File: config.mk
export PLATFORM = sky130hd
export DESIGN_NAME = dsadc_reader
export DESIGN_NICKNAME = d
export VERILOG_FILES = /design/src/rtl/dsadc_pkg.sv /design/src/rtl/dsadc_sck_gen.sv /design/src/rtl/dsadc_frame_shift.sv /design/src/rtl/dsadc_frame_decode.sv /design/src/rtl/dsadc_reader.sv
export SDC_FILE = /design/constraint.sdc
export NUM_CORES = 1
export LEC_CHECK = 0
export ABC_AREA = 1
export ABC_CLOCK_PERIOD_IN_PS = 2300
export BUFFER_PORTS_ARGS = -buffer_cell sky130_fd_sc_hd__buf_2
export CAP_MARGIN = 10
export CORE_ASPECT_RATIO = 0.8
export CORE_MARGIN = 3
export CORE_UTILIZATION = 55
export DETAILED_ROUTE_END_ITERATION = 16
export PLACE_DENSITY_LB_ADDON = 0.08
export SYNTH_ARGS = -nofsm -noshare
export SYNTH_HDL_FRONTEND = slang
export SYNTH_SLANG_ARGS = --single-unit
File: constraint.sdc
create_clock -name clk -period 2.3 [get_ports clk]
set_input_delay 0.46 -clock clk [delete_from_list [all_inputs] [get_ports clk]]
set_output_delay 0.46 -clock clk [all_outputs]
set_load 0.03 [all_outputs]
File: src/rtl/dsadc_pkg.sv
// Package: shared frame layout and controller state encoding for the
// delta-sigma frame reader. Bit positions here are fixed by the converter.
package dsadc_pkg;

    localparam int FRAME_BITS  = 32;
    localparam int RESULT_BITS = 24;
    localparam int SUB_BITS    = 4;
    localparam int POS_STATUS  = 31;
    localparam int POS_DUMMY   = 30;
    localparam int POS_SIGN    = 29;
    localparam int POS_RANGE   = 28;

    typedef enum logic [2:0] {
        ST_IDLE,
        ST_SELECT_WAIT,
        ST_POLL,
        ST_RETRY_GAP,
        ST_SHIFT,
        ST_DONE
    } rd_state_t;

    typedef struct packed {
        logic dummy;
        logic sign;
        logic range;
    } hdr_fault_t;

endpackage

File: src/rtl/dsadc_sck_gen.sv
// Serial clock generator. When enabled, it produces a clock with period
// CLK_DIV system cycles that starts low, and it flags the cycle in which
// the clock goes high (capture point) and the cycle in which it goes low.
// Assumes CLK_DIV is even and at least 2. When disabled, the clock is low
// and the phase counter is cleared.
module dsadc_sck_gen #(
    parameter int CLK_DIV = 8
) (
    input  logic clk,
    input  logic rst_n,
    input  logic en_i,
    output logic sck_o,
    output logic rise_tick_o,
    output logic fall_tick_o
);
    localparam int HALF = CLK_DIV / 2;
    localparam int CW   = (CLK_DIV > 2) ? $clog2(CLK_DIV) : 1;
    localparam logic [CW-1:0] RISE_AT = CW'(HALF - 1);
    localparam logic [CW-1:0] LAST    = CW'(CLK_DIV - 1);

    generate
        if ((CLK_DIV < 2) || ((CLK_DIV % 2) != 0)) begin : g_bad_div
            $error("CLK_DIV must be even and at least 2");
        end
    endgenerate

    logic [CW-1:0] phase_q;
    logic          sck_q;

    assign rise_tick_o = en_i && (phase_q == RISE_AT);
    assign fall_tick_o = en_i && (phase_q == LAST);
    assign sck_o       = sck_q;

    // Advance the phase counter and set the clock level at the half points.
    always_ff @(posedge clk) begin
        if (!rst_n || !en_i) begin
            phase_q <= '0;
            sck_q   <= 1'b0;
        end else begin
            if (fall_tick_o) begin
                phase_q <= '0;
                sck_q   <= 1'b0;
            end else begin
                phase_q <= phase_q + 1'b1;
                if (rise_tick_o) begin
                    sck_q <= 1'b1;
                end
            end
        end
    end

endmodule

File: src/rtl/dsadc_frame_shift.sv
// Frame shifter. Shifts the data line in, most significant bit first, on
// each capture tick. It counts falling clock ticks and flags the last one
// of a frame. Assumes the capture ticks and falling ticks alternate.
// clear_i resets the edge count between frames.
module dsadc_frame_shift #(
    parameter int NBITS = dsadc_pkg::FRAME_BITS
) (
    input  logic             clk,
    input  logic             rst_n,
    input  logic             clear_i,
    input  logic             capture_i,
    input  logic             fall_i,
    input  logic             sdo_i,
    output logic [NBITS-1:0] word_o,
    output logic             last_fall_o
);
    localparam int BW = $clog2(NBITS);
    localparam logic [BW-1:0] LAST_EDGE = BW'(NBITS - 1);

    logic [NBITS-1:0] shreg_q;
    logic [BW-1:0]    edges_q;

    assign word_o      = shreg_q;
    assign last_fall_o = fall_i && (edges_q == LAST_EDGE);

    // Capture one data bit per rising clock edge, MSB first.
    always_ff @(posedge clk) begin
        if (!rst_n) begin
            shreg_q <= '0;
        end else if (capture_i) begin
            shreg_q <= {shreg_q[NBITS-2:0], sdo_i};
        end
    end

    // Count completed clock cycles within the frame.
    always_ff @(posedge clk) begin
        if (!rst_n || clear_i) begin
            edges_q <= '0;
        end else if (fall_i) begin
            edges_q <= edges_q + 1'b1;
        end
    end

endmodule

File: src/rtl/dsadc_frame_decode.sv
// Frame decoder. On load it registers the raw frame, the 24-bit result
// (sub-LSB nibble dropped) and the three header faults, and it pulses
// valid for one cycle. Outputs hold until the next load.
module dsadc_frame_decode
    import dsadc_pkg::*;
(
    input  logic                   clk,
    input  logic                   rst_n,
    input  logic                   load_i,
    input  logic [FRAME_BITS-1:0]  word_i,
    output logic [FRAME_BITS-1:0]  raw_o,
    output logic [RESULT_BITS-1:0] result_o,
    output hdr_fault_t             faults_o,
    output logic                   valid_o
);
    hdr_fault_t hdr_now;

    // Decode the header bits of the incoming word.
    always_comb begin
        hdr_now.dummy = word_i[POS_DUMMY];
        hdr_now.sign  = ~word_i[POS_SIGN];
        hdr_now.range = word_i[POS_RANGE];
    end

    // Register the decoded reading and the valid pulse.
    always_ff @(posedge clk) begin
        if (!rst_n) begin
            raw_o    <= '0;
            result_o <= '0;
            faults_o <= '0;
            valid_o  <= 1'b0;
        end else begin
            valid_o <= load_i;
            if (load_i) begin
                raw_o    <= word_i;
                result_o <= word_i[SUB_BITS +: RESULT_BITS];
                faults_o <= hdr_now;
            end
        end
    end

endmodule

File: src/rtl/dsadc_reader.sv
// Delta-sigma converter frame reader (top). It selects the converter with
// the clock held low, waits SETTLE_CYCLES, and polls the status flag. While
// the converter is busy it deselects for RETRY_CYCLES and polls again, up
// to POLL_LIMIT busy polls (0 = no limit). When the flag shows done, it
// clocks in one 32-bit frame and reports it. Assumes adc_sdo_i is
// synchronous to clk; the converter changes it only after falling serial
// clock edges, which this block generates from clk.
module dsadc_reader
    import dsadc_pkg::*;
#(
    parameter int CLK_DIV       = 8,
    parameter int SETTLE_CYCLES = 5000,
    parameter int RETRY_CYCLES  = 500,
    parameter int POLL_LIMIT    = 1000
) (
    input  logic                   clk,
    input  logic                   rst_n,
    input  logic                   start_i,
    output logic                   adc_cs_n_o,
    output logic                   adc_sck_o,
    input  logic                   adc_sdo_i,
    output logic                   valid_o,
    output logic [RESULT_BITS-1:0] result_o,
    output logic [FRAME_BITS-1:0]  raw_o,
    output logic                   fault_dummy_o,
    output logic                   fault_sign_o,
    output logic                   fault_range_o,
    output logic                   timeout_o
);
    localparam int WAIT_MAX = (SETTLE_CYCLES > RETRY_CYCLES) ? SETTLE_CYCLES : RETRY_CYCLES;
    localparam int WW       = $clog2(WAIT_MAX + 1);
    localparam int PW       = (POLL_LIMIT > 1) ? $clog2(POLL_LIMIT + 1) : 1;
    localparam logic [WW-1:0] SETTLE_LAST = WW'(SETTLE_CYCLES - 1);
    localparam logic [WW-1:0] RETRY_LAST  = WW'(RETRY_CYCLES - 1);

    generate
        if ((SETTLE_CYCLES < 1) || (RETRY_CYCLES < 1)) begin : g_bad_wait
            $error("SETTLE_CYCLES and RETRY_CYCLES must be at least 1");
        end
    endgenerate

    rd_state_t             state_q, state_nxt;
    logic [WW-1:0]         wait_q;
    logic [PW-1:0]         poll_q;
    logic                  limit_hit;
    logic                  cs_n_q;
    logic                  timeout_q;
    logic                  sck_en;
    logic                  rise_tick, fall_tick;
    logic                  last_fall;
    logic [FRAME_BITS-1:0] frame_word;
    hdr_fault_t            faults;

    // Poll limit variant: compare against the limit, or never time out.
    generate
        if (POLL_LIMIT == 0) begin : g_no_limit
            assign limit_hit = 1'b0;
        end else begin : g_limit
            assign limit_hit = (poll_q == PW'(POLL_LIMIT - 1));
        end
    endgenerate

    // Next-state logic of the readout sequence.
    always_comb begin
        state_nxt = state_q;
        unique case (state_q)
            ST_IDLE:        if (start_i) state_nxt = ST_SELECT_WAIT;
            ST_SELECT_WAIT: if (wait_q == SETTLE_LAST) state_nxt = ST_POLL;
            ST_POLL: begin
                if (!adc_sdo_i)     state_nxt = ST_SHIFT;
                else if (limit_hit) state_nxt = ST_IDLE;
                else                state_nxt = ST_RETRY_GAP;
            end
            ST_RETRY_GAP:   if (wait_q == RETRY_LAST) state_nxt = ST_SELECT_WAIT;
            ST_SHIFT:       if (last_fall) state_nxt = ST_DONE;
            ST_DONE:        state_nxt = ST_IDLE;
            default:        state_nxt = ST_IDLE;
        endcase
    end

    // State register.
    always_ff @(posedge clk) begin
        if (!rst_n) state_q <= ST_IDLE;
        else        state_q <= state_nxt;
    end

    // Settle and retry-gap timer: cleared on every state change.
    always_ff @(posedge clk) begin
        if (!rst_n || (state_nxt != state_q)) begin
            wait_q <= '0;
        end else if ((state_q == ST_SELECT_WAIT) || (state_q == ST_RETRY_GAP)) begin
            wait_q <= wait_q + 1'b1;
        end
    end

    // Busy-poll counter for the current request.
    always_ff @(posedge clk) begin
        if (!rst_n) begin
            poll_q <= '0;
        end else if ((state_q == ST_IDLE) && start_i) begin
            poll_q <= '0;
        end else if ((state_q == ST_POLL) && adc_sdo_i) begin
            poll_q <= poll_q + 1'b1;
        end
    end

    // Registered select, low in the states where the converter is addressed.
    always_ff @(posedge clk) begin
        if (!rst_n) begin
            cs_n_q <= 1'b1;
        end else begin
            cs_n_q <= !((state_nxt == ST_SELECT_WAIT) || (state_nxt == ST_POLL) ||
                        (state_nxt == ST_SHIFT));
        end
    end

    // Timeout pulse when the last allowed poll still reads busy.
    always_ff @(posedge clk) begin
        if (!rst_n) timeout_q <= 1'b0;
        else        timeout_q <= (state_q == ST_POLL) && adc_sdo_i && limit_hit;
    end

    assign sck_en = (state_q == ST_SHIFT);

    dsadc_sck_gen #(
        .CLK_DIV(CLK_DIV)
    ) u_sck (
        .clk        (clk),
        .rst_n      (rst_n),
        .en_i       (sck_en),
        .sck_o      (adc_sck_o),
        .rise_tick_o(rise_tick),
        .fall_tick_o(fall_tick)
    );

    dsadc_frame_shift #(
        .NBITS(FRAME_BITS)
    ) u_shift (
        .clk        (clk),
        .rst_n      (rst_n),
        .clear_i    (!sck_en),
        .capture_i  (rise_tick),
        .fall_i     (fall_tick),
        .sdo_i      (adc_sdo_i),
        .word_o     (frame_word),
        .last_fall_o(last_fall)
    );

    dsadc_frame_decode u_decode (
        .clk     (clk),
        .rst_n   (rst_n),
        .load_i  (state_q == ST_DONE),
        .word_i  (frame_word),
        .raw_o   (raw_o),
        .result_o(result_o),
        .faults_o(faults),
        .valid_o (valid_o)
    );

    assign adc_cs_n_o    = cs_n_q;
    assign timeout_o     = timeout_q;
    assign fault_dummy_o = faults.dummy;
    assign fault_sign_o  = faults.sign;
    assign fault_range_o = faults.range;

endmodule

=== After elaboration in Yosys (flattened, before gate mapping) ===
Cells that the tools add are included.

* Input bits: 4
* Output and inout port bits: 63
* Logic and storage cells: 60
* Register bits after elaboration: 129

* Reduce and logical (&&, ||, !) cells: 17
* Add/sub/neg operators: 4
* Bitwise logic cells: 2
* Equal/unequal tests: 15
* Multiplexer cells: 7

{| class="wikitable"
|+ Operators with widths
! operator !! number
|-
| $mux W3 || 5
|-
| $pmux W3 S5 || 1
|-
| $add A13 B1 Y13 const B || 1
|-
| $eq A13 B13 Y1 const B || 1
|-
| $eq A13 B9 Y1 const B || 1
|-
| $eq A3 B2 Y1 const B || 4
|-
| $eq A3 B3 Y1 const B || 4
|-
| $add A10 B1 Y10 const B || 1
|-
| $eq A10 B10 Y1 const B || 1
|-
| $eq A3 B1 Y1 const B || 2
|-
| $logic_and A1 B1 Y1 || 6
|-
| $add A5 B1 Y5 const B || 1
|-
| $eq A5 B5 Y1 const B || 1
|-
| $logic_or A1 B1 Y1 || 5
|-
| $reduce_or A2 Y1 || 2
|-
| $add A3 B1 Y3 const B || 1
|-
| $logic_not A1 Y1 || 3
|-
| $logic_not A3 Y1 || 1
|-
| $ne A3 B3 Y1 || 1
|-
| $mux W2 || 1
|-
| $not A1 Y1 || 2
|}

=== Logic depth before layout (Yosys ltp) ===
Gate-level depths: netlist of run 1.

* Depth in word-level cells: 9
* Depth in mapped cells: 12
* Depth with buffers taken out: 11

=== Hierarchy ===
A second synthesis of run 1 with hierarchy kept.

* Cells, all modules: 584
* Area total of the unflattened synthesis: 4494.3 sq um

{| class="wikitable"
|+ Modules (own cells, without submodules)
! module !! instances !! cells an instance !! area an instance (sq um) !! sequential area each (sq um)
|-
| dsadc_reader || 1 || 220 || 1590.3 || 560.5
|-
| dsadc_frame_decode || 1 || 173 || 1377.6 || 680.7
|-
| dsadc_frame_shift || 1 || 171 || 1352.5 || 740.7
|-
| dsadc_sck_gen || 1 || 20 || 173.9 || 80.1
|}

=== Worst setup path before layout of run 1 ===
No wires, ideal clock.

* Path type: register to register
* From: register u_sck.phase_q[0]
* To: register wait_q[10]
* Arrival time: 1.526 ns
* Cell stages (with the launch flop): 10
* Required time: 2.181 ns
* Buffers on the path: 1
* Path slack: 0.655 ns
* Setup time: 0.119 ns
* Clock period less this slack: 1.645 ns
* Path through: dfxtp_1 > ha_1 > ha_1 > nand3_2 > nor2_1 > nor2_2 > nand3_4 > nor2_2 > buf_4 > nor3_2

* Cells in the longest elaborated chain, start to end: 7

{| class="wikitable"
|+ RTL lines
! item !! line !! RTL
|-
| from (decl) || dsadc_sck_gen.sv:27 || <nowiki>logic [CW-1:0] phase_q;</nowiki>
|-
| from (signal assigned) || dsadc_sck_gen.sv:44 || <nowiki>phase_q <= phase_q + 1'b1;</nowiki>
|-
| $eq A3 B3 Y1 || dsadc_sck_gen.sv:31 || <nowiki>assign fall_tick_o = en_i && (phase_q == LAST);</nowiki>
|-
| $logic_and A1 B1 Y1 || dsadc_sck_gen.sv:31 ||
|-
| $logic_and A1 B1 Y1 || dsadc_frame_shift.sv:24 || <nowiki>assign last_fall_o = fall_i && (edges_q == LAST_EDGE);</nowiki>
|-
| $mux W3 || dsadc_reader.sv:75 || <nowiki>ST_SHIFT: if (last_fall) state_nxt = ST_DONE;</nowiki>
|-
| $pmux W3 S5 || dsadc_reader.sv:66 || <nowiki>unique case (state_q)</nowiki>
|-
| $ne A3 B3 Y1 || dsadc_reader.sv:89 || <nowiki>if (!rst_n || (state_nxt != state_q)) begin</nowiki>
|-
| $logic_or A1 B1 Y1 || dsadc_reader.sv:89 ||
|-
| to (signal assigned) || dsadc_reader.sv:92 || <nowiki>wait_q <= wait_q + 1'b1;</nowiki>
|-
| to (decl) || dsadc_reader.sv:43 || <nowiki>logic [WW-1:0] wait_q;</nowiki>
|}

Every way passes these cells.
A chain may end at the register's enable or synchronous reset.

=== Worst setup path in the final report of run 1 ===
* From: register u_sck.phase_q[0]
* To: register wait_q[1]

The elaborated chain is that of the path after synthesis.

==> Flow_metrics.wiki, run 1 <==
{| class="wikitable"
! Metric !! Value
|-
| Endpoint of the worst hold-timing path || adc_cs_n_o$_SDFF_PN1_
|-
| Type of the most critical hold path || in2reg
|-
| Clock-pin slew reported for the worst setup and hold paths after clock tree synthesis || 0.11 ns
|-
| Sequential fraction of the synthesis area || 46.6%
|-
| Drt via density || 5.02
|-
| Average wire per standard cell || 12.2 um
|-
| Initial DRC Count || 165
|-
| Worst path cell trace || ha_1, ha_1, nand3_2, nor2_1, nor2_2, nand3_4, nand2_2, nand3_2, nor3_1
|-
| Resized cells post-CTS || 0
|-
| Setup-violating endpoint count in the final report || 0
|-
| Seq cells post-synth || 103
|-
| Die X || 106 um
|-
| DRT Pass-1 Iters || 4
|-
| Reg-to-reg slack, setup || 0.36 ns
|-
| Number of buffers inserted by hold repair at cts || 0
|-
| Maximum number of buffers from clock root to sink || 2
|-
| Critical Setup Path Class || reg2reg
|-
| Instance count along the most critical hold path || 2
|-
| Final-report hold violation count || 0
|-
| Detailed-route DRC error count || 0
|-
| Unique cell type count in the Yosys netlist || 29
|-
| Total global routing overflow || 0
|-
| Unrepaired setup endpoints after global routing || no
|-
| Pin count of the biggest net entering global routing || 35
|-
| Most instantiated library cell after synthesis || dfxtp_1
|-
| Antenna violations before repair || 0
|-
| Worst r2r dst || wait_q[1]$_SDFFE_PP0P_
|-
| Peak VDD IR || 0.420 mV
|-
| Max-capacitance violation count || 0
|-
| Area overhead of the layout relative to synthesis || 9.67%
|-
| Clock insertion delay at the later pin of the skew report || 0.37 ns
|-
| Initial Utilization || 58.2%
|-
| Number of I/O pins || 67
|-
| Leakage Power || 2.12 nW
|-
| Mean Syn Cell Area || 7.69 um^2
|-
| Vias in the first global route || 3,372
|-
| Buffers inserted during post-CTS setup optimization || 0
|-
| Die span in y || 86.2 um
|-
| Result of the run || finished clean
|-
| Fin crit share || 84.2%
|-
| Clock Skews || 0.0120 ns
|-
| Maximum frequency from static timing analysis || 516 MHz
|-
| Wirelength, routed || 8750 um
|-
| Wire length of the first global-routing pass || 15,700 um
|-
| Cts bufs inserted || 9
|-
| Cell taking the most area after synthesis || dfxtp_1
|-
| Largest stage delay on the critical path || 0.33 ns
|-
| Minimum clock period || 1.94 ns
|-
| Port bufs || 66
|-
| Final-stage net count || 620
|-
| GP Congestion || 0.824
|-
| Post-synth top flop || dfxtp_1
|-
| Synth Instances || 576
|-
| Vias || 3,607
|-
| Deepest level of the CTS H-tree || 3
|-
| Register-to-Register Path Depth || 9
|-
| EDFF count, synth || 0
|-
| Worst path required time || 2.58 ns
|-
| Reg-to-reg startpoint || u_sck.phase_q[0]$_SDFF_PP0_
|-
| Area share of the largest cell type after synthesis || 46.6%
|-
| Critical Path Slowest Stage Cell || dfxtp_1
|-
| Fraction of layout cells with a size suffix above 1 || 19.2%
|-
| Transition time at the pin with the least slew margin || 0.581 ns
|-
| Number of nets with antenna violations after routing || 0
|-
| Core Area || 7600 um^2
|-
| DP Wirelength || 5980 um
|-
| Power per cell area || 635 nW/um^2
|-
| TritonCTS clock tree || done
|-
| Number of inserted filler cells in the final layout || 686
|-
| Max Transition Viols Final || 0
|-
| Sink Count || 103
|-
| Number of nets produced by synthesis || 587
|-
| Post-layout utilization of the core || 63.9%
|-
| Rows || 28
|-
| Endpoint kind of the worst setup timing path || register
|-
| Relative slew margins || 61.2%
|-
| Leading cell types by total area after synthesis || dfxtp_1 (47%), nor2_1 (8.6%), nand2_1 (7.0%)
|-
| Hold_sp || rst_n
|-
| Asr flop ratio synth || 0%
|-
| Most used standard cells in the synthesized netlist || dfxtp_1 (103), nor2_1 (102), nand2_1 (82), nand3_1 (49), a21oi_1 (42)
|-
| Cell at the root of the clock tree || clkbuf_8
|-
| Maximum fanout count along the critical path || 13
|-
| Count of antenna diodes in the layout || 0
|-
| Crit path launch type || register
|-
| Arrival time at the worst endpoint || 2.22 ns
|-
| Die area || 9170 um^2
|-
| Netlist area before placement || 4430 um^2
|-
| Gr usage total || 20.7%
|-
| Post-Route Setup TNS || 0 ns
|-
| Synthesis Warnings || 0
|}
-- routing by layer --
layer	part of all wire (%)	routed length (um)	global-route usage [%]
met1	51	4440	29.1
met3	4.9	427	4.39
met2	44	3810	32.7
met4	0.82	72	5.06
met5	0	0	0
-- cells by family (layout without fill, tap and decap cells) --
group / after synthesis / after routing / synth area share (%)
flops: 103 / 103 / 46.6
compound gates: 78 / 78 / 8.87
fa+ha+maj: 7 / 7 / 1.98
mux: 1 / 1 / 0.226
xor+xnor: 18 / 18 / 3.56
buf+inv: 98 / 136 / 10.9
simple gates: 271 / 271 / 27.9
-- area by class of cell --
type / count / area, um^2 / share of cell area (%)
repair buffers: 74 / 390 / 8.04
clock inverters: 6 / 72.6 / 1.49
well taps: 105 / 131 / 2.71
flip-flops and latches: 103 / 2060 / 42.5
clock buffers: 10 / 138 / 2.84
inverters: 46 / 173 / 3.56
multi-input cells: 375 / 1890 / 38.9
-- cell usage in the layout (no fill, tap or decap) --
cell type and instances:
o21ai_1 7, nand3_2 2, inv_1 40, inv_8 1, or2_2 1, nand4_2 1, clkbuf_8 10, a211oi_1 1
clkinv_2 1, xnor2_1 4, bufinv_16 1, nand3_4 1, buf_2 66, nor2_2 3, ha_1 7, inv_2 6
nor3_1 11, nand3_1 49, o21ai_0 28, nand2_1 82, nand2_2 2, nor3_2 10, nor2_1 102, buf_4 8
inv_6 3, xor2_1 14, nor3_4 1, dfxtp_1 103, a21oi_1 42, nand4_1 3, nor2_4 1, mux2i_1 1
nand3b_1 2
-- through the flow --
step / hold slack (ns) / power (mW) / std cells / setup WS, ns / instance area (um^2)
global placement: 0.406 / 1.92 / 703 / 0.452 / 4640
finish: 0.385 / 3.08 / 719 / 0.363 / 4850
detailed placement: 0.418 / 1.93 / 703 / 0.369 / 4640
floorplan: 0.399 / 1.90 / 576 / 0.655 / 4430
CTS: 0.383 / 3.10 / 719 / 0.338 / 4850
global route: 0.380 / 3.20 / 719 / 0.187 / 4850
-- how the worst max path moves through the flow --
stage	slack, ns	endpoint	depth (start not counted)	from
after detailed placement	0.37	wait_q[1]$_SDFFE_PP0P_	9	u_sck.phase_q[0]$_SDFF_PP0_
after global routing	0.19	wait_q[1]$_SDFFE_PP0P_	9	u_sck.phase_q[0]$_SDFF_PP0_
final	0.36	wait_q[1]$_SDFFE_PP0P_	9	u_sck.phase_q[0]$_SDFF_PP0_
after global placement	0.45	wait_q[1]$_SDFFE_PP0P_	9	u_sck.phase_q[0]$_SDFF_PP0_
after floorplan	0.66	wait_q[10]$_SDFFE_PP0P_	9	u_sck.phase_q[0]$_SDFF_PP0_
after CTS	0.34	wait_q[1]$_SDFFE_PP0P_	9	u_sck.phase_q[0]$_SDFF_PP0_
-- worst max-delay path, delay by kind of cell (launching register included) --
kind	cells	cell delay, ns
and+or+nand+nor	7	1.07
adders and majority gates	2	0.46
DFF	1	0.33
-- power by group --
part / internal [mW] / switching [mW] / total (mW)
combinational: 0.0248 / 0.0705 / 0.0953
clock: 0.551 / 0.647 / 1.20
sequential: 1.79 / 0.00307 / 1.79
total: 2.36 / 0.720 / 3.08
-- flip-flops by register name, summed over array words and instances (netlist names) --
signal and count:
adc_cs_n_o 1, u_sck.phase_q 3, u_shift.edges_q 5, u_sck.sck_o 1
poll_q 10, u_decode.result_o 23, u_decode.raw_o 9, state_q 3
wait_q 13, u_shift.word_o 32, u_decode.valid_o 1, u_decode.faults_o 1
timeout_o 1
Power figures use the tool's default switching activity.
==> run 2: changes to the inputs <==
--- a/config.mk
+++ b/config.mk
@@ -6,7 +6,7 @@
 export NUM_CORES = 1
 export LEC_CHECK = 0
 export ABC_AREA = 1
-export ABC_CLOCK_PERIOD_IN_PS = 2300
+export ABC_CLOCK_PERIOD_IN_PS = 1800
 export BUFFER_PORTS_ARGS = -buffer_cell sky130_fd_sc_hd__buf_2
 export CAP_MARGIN = 10
 export CORE_ASPECT_RATIO = 0.8
==> constraint.sdc (replaced) <==
create_clock -name clk -period 1.8 [get_ports clk]
set_input_delay 0.36 -clock clk [delete_from_list [all_inputs] [get_ports clk]]
set_output_delay 0.36 -clock clk [all_outputs]
set_load 0.03 [all_outputs]
==> run 2 against run 1 <==
Non-clock buffer count up 28. Register-to-register slack worse by 0.33 ns. Utilization up 4.3 points. Die area unchanged. Flip-flop and latch count unchanged.
==> Flow_metrics.wiki, run 2 (synthesized netlist as in run 1, its figures left out) <==
{| class="wikitable"
! Metric !! Value
|-
| Vias || 3,779
|-
| Clock Skews || 0.0190 ns
|-
| Initial Utilization || 58.2%
|-
| Largest stage delay on the critical path || 0.35 ns
|-
| Hold_sp || adc_sdo_i
|-
| DP Area || 4810 um^2
|-
| Die area || 9170 um^2
|-
| Final instance area || 5180 um^2
|-
| Transition time at the pin with the least slew margin || 0.593 ns
|-
| Detailed-route DRC error count || 0
|-
| Post-Route Setup TNS || 0 ns
|-
| Clock-pin slew reported for the worst setup and hold paths after clock tree synthesis || 0.11 ns
|-
| Minimum clock period || 1.77 ns
|-
| Initial DRC Count || 144
|-
| Max Transition Viols Final || 0
|-
| Endpoint kind of the worst setup timing path || register
|-
| Drt via density || 5.06
|-
| Worst path required time || 2.10 ns
|-
| Instance count along the most critical hold path || 3
|-
| Total global routing overflow || 0
|-
| Maximum number of buffers from clock root to sink || 2
|-
| Sink Count || 103
|-
| Worst hold slack across all endpoints || 0.315 ns
|-
| Maximum frequency from static timing analysis || 566 MHz
|-
| Final-stage net count || 648
|-
| Reg-to-reg slack, setup || 0.03 ns
|-
| Vias in the first global route || 3,498
|-
| Unrepaired setup endpoints after global routing || yes
|-
| Pin count of the biggest net entering global routing || 35
|-
| Endpoint of the worst hold-timing path || u_shift.word_o[0]$_SDFFE_PN0P_
|-
| Average wire per standard cell || 12.6 um
|-
| Count of antenna diodes in the layout || 0
|-
| Number of flip-flops in the largest register || 32
|-
| Leakage Power || 2.27 nW
|-
| Cts bufs inserted || 9
|-
| Core Area || 7600 um^2
|-
| Arrival time at the worst endpoint || 2.07 ns
|-
| Maximum fanout count along the critical path || 6
|-
| Critical Path Slowest Stage Cell || dfxtp_2
|-
| Commonest non-fill, non-tap cell in the layout || dfxtp_1
|-
| Port bufs || 66
|-
| DP Wirelength || 6300 um
|-
| Type of the most critical hold path || in2reg
|-
| Number of nets with antenna violations after routing || 0
|-
| Top library cells by usage in the layout, fill and taps aside || dfxtp_1 (100), nor2_1 (99), nand2_1 (82)
|-
| Reg-to-reg startpoint || u_shift.edges_q[0]$_SDFFE_PP0P_
|-
| Setup-violating endpoint count in the final report || 0
|-
| Number of I/O pins || 67
|-
| Worst r2r dst || wait_q[10]$_SDFFE_PP0P_
|-
| Result of the run || finished clean
|-
| Wirelength, routed || 9420 um
|-
| Area overhead of the layout relative to synthesis || 17.1%
|-
| Fin crit share || 98.2%
|-
| Antenna violations before repair || 0
|-
| Gr usage total || 20.6%
|-
| Rows || 28
|-
| Final-report hold violation count || 0
|-
| GP Congestion || 0.837
|-
| Fraction of layout cells with a size suffix above 1 || 25.2%
|-
| Crit path launch type || register
|-
| Deepest level of the CTS H-tree || 3
|-
| Clock insertion delay at the later pin of the skew report || 0.38 ns
|-
| Power per cell area || 750 nW/um^2
|-
| Number of inserted filler cells in the final layout || 656
|-
| Peak VDD IR || 0.486 mV
|-
| TritonCTS clock tree || done
|-
| DRT Pass-1 Iters || 4
|-
| Wire length of the first global-routing pass || 15,700 um
|-
| Worst path cell trace || ha_4, inv_2, nor3_2, ha_2, inv_2, nor2_2, nor2_2, nand3_4, buf_6, nand2_4, nand3_4, clkbuf_16, nor3_2
|-
| Critical Setup Path Class || reg2reg
|-
| Register-to-Register Path Depth || 13
|-
| Max-capacitance violation count || 0
|-
| Relative slew margins || 60.4%
|-
| Die X || 106 um
|-
| Die span in y || 86.2 um
|-
| Cell at the root of the clock tree || clkbuf_8
|}
run 2: timing repair:
action                     CTS  global route
setup buffers                0             8
setup endpoints to repair   13            13
resized for setup            1            22
pin swaps                    0            10
hold buffers                 0             0
cloned                       0             1
run 2: per-layer routing:
metal  track usage [%]  part of all wire, %
met1              27.3                   47
met2              34.8                   46
met3              5.06                  5.8
met4              3.88                 0.64
met5                 0                    0
run 2: final cells by class:
| cell class | count | area (um^2) | area share (%) |
|---|---|---|---|
| Multi-Input combinational cell | 375 | 1960 | 37.8 |
| Sequential cell | 103 | 2070 | 39.9 |
| Clock inverter | 7 | 71.3 | 1.38 |
| Tap cell | 105 | 131 | 2.53 |
| Inverter | 46 | 175 | 3.38 |
| Clock buffer | 9 | 124 | 2.39 |
| Timing Repair Buffer | 102 | 659 | 12.7 |
run 2: metrics by stage:
step | setup WS (ns) | power (mW) | util, % | instances
floorplan | 0.155 | 2.43 | - | 576
global placement | -0.108 | 2.47 | 63.3 | 722
detailed placement | -0.161 | 2.48 | 63.3 | 722
CTS | 0.00119 | 3.88 | 65.9 | 738
global route | -0.0612 | 4.03 | 68.2 | 747
finish | 0.0321 | 3.89 | 68.2 | 747
run 2: worst max-delay path by stage:
stage                                     from                       to  slack, ns
2_1_floorplan      u_sck.phase_q[0]$_SDFF_PP0_  wait_q[10]$_SDFFE_PP0P_       0.16
4_1_cts        u_shift.edges_q[0]$_SDFFE_PP0P_   wait_q[1]$_SDFFE_PP0P_      0.001
3_5_place_dp   u_shift.edges_q[0]$_SDFFE_PP0P_   wait_q[1]$_SDFFE_PP0P_      -0.16
5_1_grt        u_shift.edges_q[0]$_SDFFE_PP0P_  wait_q[10]$_SDFFE_PP0P_      -0.06
6_report       u_shift.edges_q[0]$_SDFFE_PP0P_  wait_q[10]$_SDFFE_PP0P_       0.03
3_3_place_gp   u_shift.edges_q[0]$_SDFFE_PP0P_  wait_q[12]$_SDFFE_PP0P_      -0.11
run 2: power by group:
group	total (mW)	switching [mW]	internal (mW)
combinational	0.188	0.110	0.0781
clock	1.41	0.870	0.544
sequential	2.29	0.00433	2.28
run 2: worst max-delay path, delay by kind of cell (launching register included):
| kind | cells | cell delay (ns) |
|---|---|---|
| buffers and inverters | 4 | 0.42 |
| DFF | 1 | 0.35 |
| and+or+nand+nor | 7 | 0.60 |
| adders and majority gates | 2 | 0.33 |
==> run 3: changes to the inputs <==
--- a/config.mk
+++ b/config.mk
@@ -9,11 +9,14 @@
 export ABC_CLOCK_PERIOD_IN_PS = 1800
 export BUFFER_PORTS_ARGS = -buffer_cell sky130_fd_sc_hd__buf_2
 export CAP_MARGIN = 10
+export CELL_PAD_IN_SITES_DETAIL_PLACEMENT = 1
+export CELL_PAD_IN_SITES_GLOBAL_PLACEMENT = 2
 export CORE_ASPECT_RATIO = 0.8
 export CORE_MARGIN = 3
-export CORE_UTILIZATION = 55
+export CORE_UTILIZATION = 32
 export DETAILED_ROUTE_END_ITERATION = 16
 export PLACE_DENSITY_LB_ADDON = 0.08
+export RECOVER_POWER = 25
 export SYNTH_ARGS = -nofsm -noshare
 export SYNTH_HDL_FRONTEND = slang
 export SYNTH_SLANG_ARGS = --single-unit
==> run 3 against run 2 <==
Global-route usage fell by 5.2 points. Clock skew is 0.0084 ns lower. Worst hold slack improved by 0.081 ns. Die area rose by 67%. Sequential share of layout area down 1.3 points. Sequential power hardly changed. Cell area up 3.4%. Combinational power shrank 3%. Count of clock-buffer cells in the layout rose by 2. Highest routed layer unchanged. Power rose by 13%. Largest power group unchanged. Flip-flop and latch count unchanged. Critical endpoint is now wait_q[11]$_SDFFE_PP0P_.
==> Flow_metrics.wiki, run 3 (synthesized netlist as in run 1, its figures left out) <==
{| class="wikitable"
! Metric !! Value
|-
| Rows || 37
|-
| Number of nets with antenna violations after routing || 0
|-
| Die X || 138 um
|-
| Fin crit share || 92.9%
|-
| Number of buffers inserted by hold repair at cts || 0
|-
| Count of antenna diodes in the layout || 0
|-
| Switching power || 1.01 mW
|-
| Number of cells on the critical path || 12
|-
| Commonest non-fill, non-tap cell in the layout || dfxtp_1
|-
| Max Transition Viols Final || 0
|-
| Maximum fanout count along the critical path || 7
|-
| Crit path launch type || register
|-
| Cell at the root of the clock tree || clkbuf_16
|-
| Post-Route Setup TNS || 0 ns
|-
| TritonCTS clock tree || done
|-
| Sink Count || 103
|-
| Clock-pin slew reported for the worst setup and hold paths after clock tree synthesis || 0.07 ns
|-
| Relative slew margins || 57.6%
|-
| Fraction of layout cells with a size suffix above 1 || 19.0%
|-
| Total power consumption of the routed design || 4.39 mW
|-
| Endpoint kind of the worst setup timing path || register
|-
| Met3 routed WL || 438 um
|-
| DRT Pass-1 Iters || 4
|-
| DP Wirelength || 7910 um
|-
| Register-to-Register Path Depth || 12
|-
| Maximum frequency from static timing analysis || 598 MHz
|-
| Critical Path Slowest Stage Cell || dfxtp_1
|-
| Vias in the first global route || 3,835
|-
| Drt via density || 4.65
|-
| Metal2 WL || 4940 um
|-
| Worst path required time || 2.08 ns
|-
| Number of flip-flops in the largest register || 32
|-
| Vias || 3,814
|-
| Die area || 15,300 um^2
|-
| Wirelength, routed || 11,200 um
|-
| Reg-to-reg slack, setup || 0.13 ns
|-
| Type of the most critical hold path || in2reg
|-
| Pre-CTS setup slack || -0.224 ns
|-
| Deepest level of the CTS H-tree || 3
|-
| Core Area || 13,200 um^2
|-
| Worst r2r dst || wait_q[11]$_SDFFE_PP0P_
|-
| Gr usage total || 15.4%
|-
| Final-report hold violation count || 0
|-
| Power per cell area || 819 nW/um^2
|-
| Category of cells accounting for the largest share of critical-path delay || simple AND/OR/NAND/NOR gates
|-
| Total global routing overflow || 0
|-
| Pin count of the biggest net entering global routing || 35
|-
| Largest stage delay on the critical path || 0.31 ns
|-
| Max Used Layer || met4
|-
| Share of total power in combinational logic || 4.2%
|-
| Initial DRC Count || 211
|-
| Leakage Power || 2.17 nW
|-
| Number of I/O pins || 67
|-
| Maximum number of buffers from clock root to sink || 2
|-
| Post-layout utilization of the core || 40.6%
|-
| Final-stage net count || 652
|-
| GP Congestion || 0.795
|-
| Setup crit end || wait_q[11]$_SDFFE_PP0P_
|-
| Transition time at the pin with the least slew margin || 0.635 ns
|-
| Average wire per standard cell || 13.7 um
|-
| Result of the run || finished clean
|-
| Design internal power || 3.38 mW
|-
| Die span in y || 111 um
|-
| Clock insertion delay at the later pin of the skew report || 0.36 ns
|-
| Detailed-route DRC error count || 0
|-
| Area overhead of the layout relative to synthesis || 21.0%
|-
| Met1 wire length || 5730 um
|-
| WP buf/inv || 3
|-
| Setup-violating endpoint count in the final report || 0
|-
| Proportion of power drawn by the clock network || 43.7%
|-
| Number of inserted filler cells in the final layout || 1,642
|-
| Worst path cell trace || ha_1, inv_2, nor3_2, ha_2, inv_1, nor2_2, nor2_2, nand3_4, nand2_2, nand3_4, buf_12, nor3_4
|-
| Arrival time at the worst endpoint || 1.95 ns
|-
| Peak VDD IR || 0.294 mV
|-
| Max-capacitance violation count || 0
|-
| Initial Utilization || 33.6%
|-
| Port bufs || 66
|-
| Sequential fraction of design power || 52.1%
|-
| Top library cells by usage in the layout, fill and taps aside || dfxtp_1 (102), nor2_1 (100), nand2_1 (82)
|-
| Clock Skews || 0.0106 ns
|-
| Switching share of power || 23.0%
|-
| Cts bufs inserted || 9
|-
| Wire length of the first global-routing pass || 19,000 um
|-
| Origin of the worst setup path || u_shift.edges_q[0]$_SDFFE_PP0P_
|-
| Antenna violations before repair || 0
|-
| Setup slack after layout || 0.128 ns
|-
| Minimum clock period || 1.67 ns
|-
| Critical Setup Path Class || reg2reg
|-
| Reg-to-reg startpoint || u_shift.edges_q[0]$_SDFFE_PP0P_
|-
| Worst hold slack across all endpoints || 0.397 ns
|}
-- run 3: cell types whose count changed in the layout (fill, tap and decap cells not counted), moves of 2 or more --
cell       change
ha_1           +3
dfxtp_1        +2
dfxtp_2        -2
buf_2         -40
ha_2           -2
clkinv_4       +2
nor3_1         -2
inv_6          -2
nor3_4         +3
clkbuf_16      +9
clkbuf_1      +40
clkbuf_8       -7
buf_4          +5
-- run 3: per-layer routing --
layer,track usage (%),vias to the layer above
met5,0,-
met4,4.59,0
met3,3.90,8
met2,23.0,56
met1,21.7,1792
li1,-,1958
-- run 3: power by group through the flow --
| stage | clock network, mW | logic (mW) | registers, mW |
|---|---|---|---|
| after CTS | 2.01 | 0.157 | 2.29 |
| after global routing | 2.09 | 0.202 | 2.29 |
| after floorplan | 0 | 0.0903 | 2.34 |
| after global placement | 0 | 0.151 | 2.34 |
| after detailed placement | 0 | 0.153 | 2.34 |
| final | 1.92 | 0.183 | 2.29 |
-- run 3: worst min-delay path by stage --
stage                                        endpoint  cells past startpoint                        start
after detailed placement  u_sck.phase_q[0]$_SDFF_PP0_                      1  u_sck.phase_q[0]$_SDFF_PP0_
after floorplan           u_sck.phase_q[0]$_SDFF_PP0_                      1  u_sck.phase_q[0]$_SDFF_PP0_
final                            timeout_o$_SDFF_PN0_                      3                    adc_sdo_i
after global routing             timeout_o$_SDFF_PN0_                      3                    adc_sdo_i
after global placement    u_sck.phase_q[0]$_SDFF_PP0_                      1  u_sck.phase_q[0]$_SDFF_PP0_
after CTS                       state_q[0]$_SDFF_PN0_                      4                        rst_n
-- run 3: layout make-up --
type                    instances  area (um^2)  share of cell area (%)
flip-flops and latches        103         2060                    38.5
multi-input cells             375         1970                    36.8
repair buffers                106          636                    11.9
clock buffers                  11          253                    4.72
well taps                     175          219                    4.09
inverters                      46          175                    3.27
clock inverters                 5         41.3                   0.771
-- run 3: metrics by stage --
stage	area [um^2]	std cells
4_1_cts	5280	818
3_5_place_dp	4970	802
3_3_place_gp	4970	802
5_1_grt	5360	821
2_1_floorplan	4430	576
6_report	5360	821
-- run 3: worst register-to-register path: cells and delay by family (launching register included) --
kind,cells,cell delay [ns]
DFF,1,0.31
adders and majority gates,2,0.36
and+or+nand+nor,7,0.62
buffers and inverters,3,0.29
-- run 3: repair_timing --
item | CTS | global route
buffers inserted | 0 | 3
resized for setup | 4 | 17
pin swaps | 0 | 5
cloned | 0 | 1
setup endpoints to repair | 13 | 14
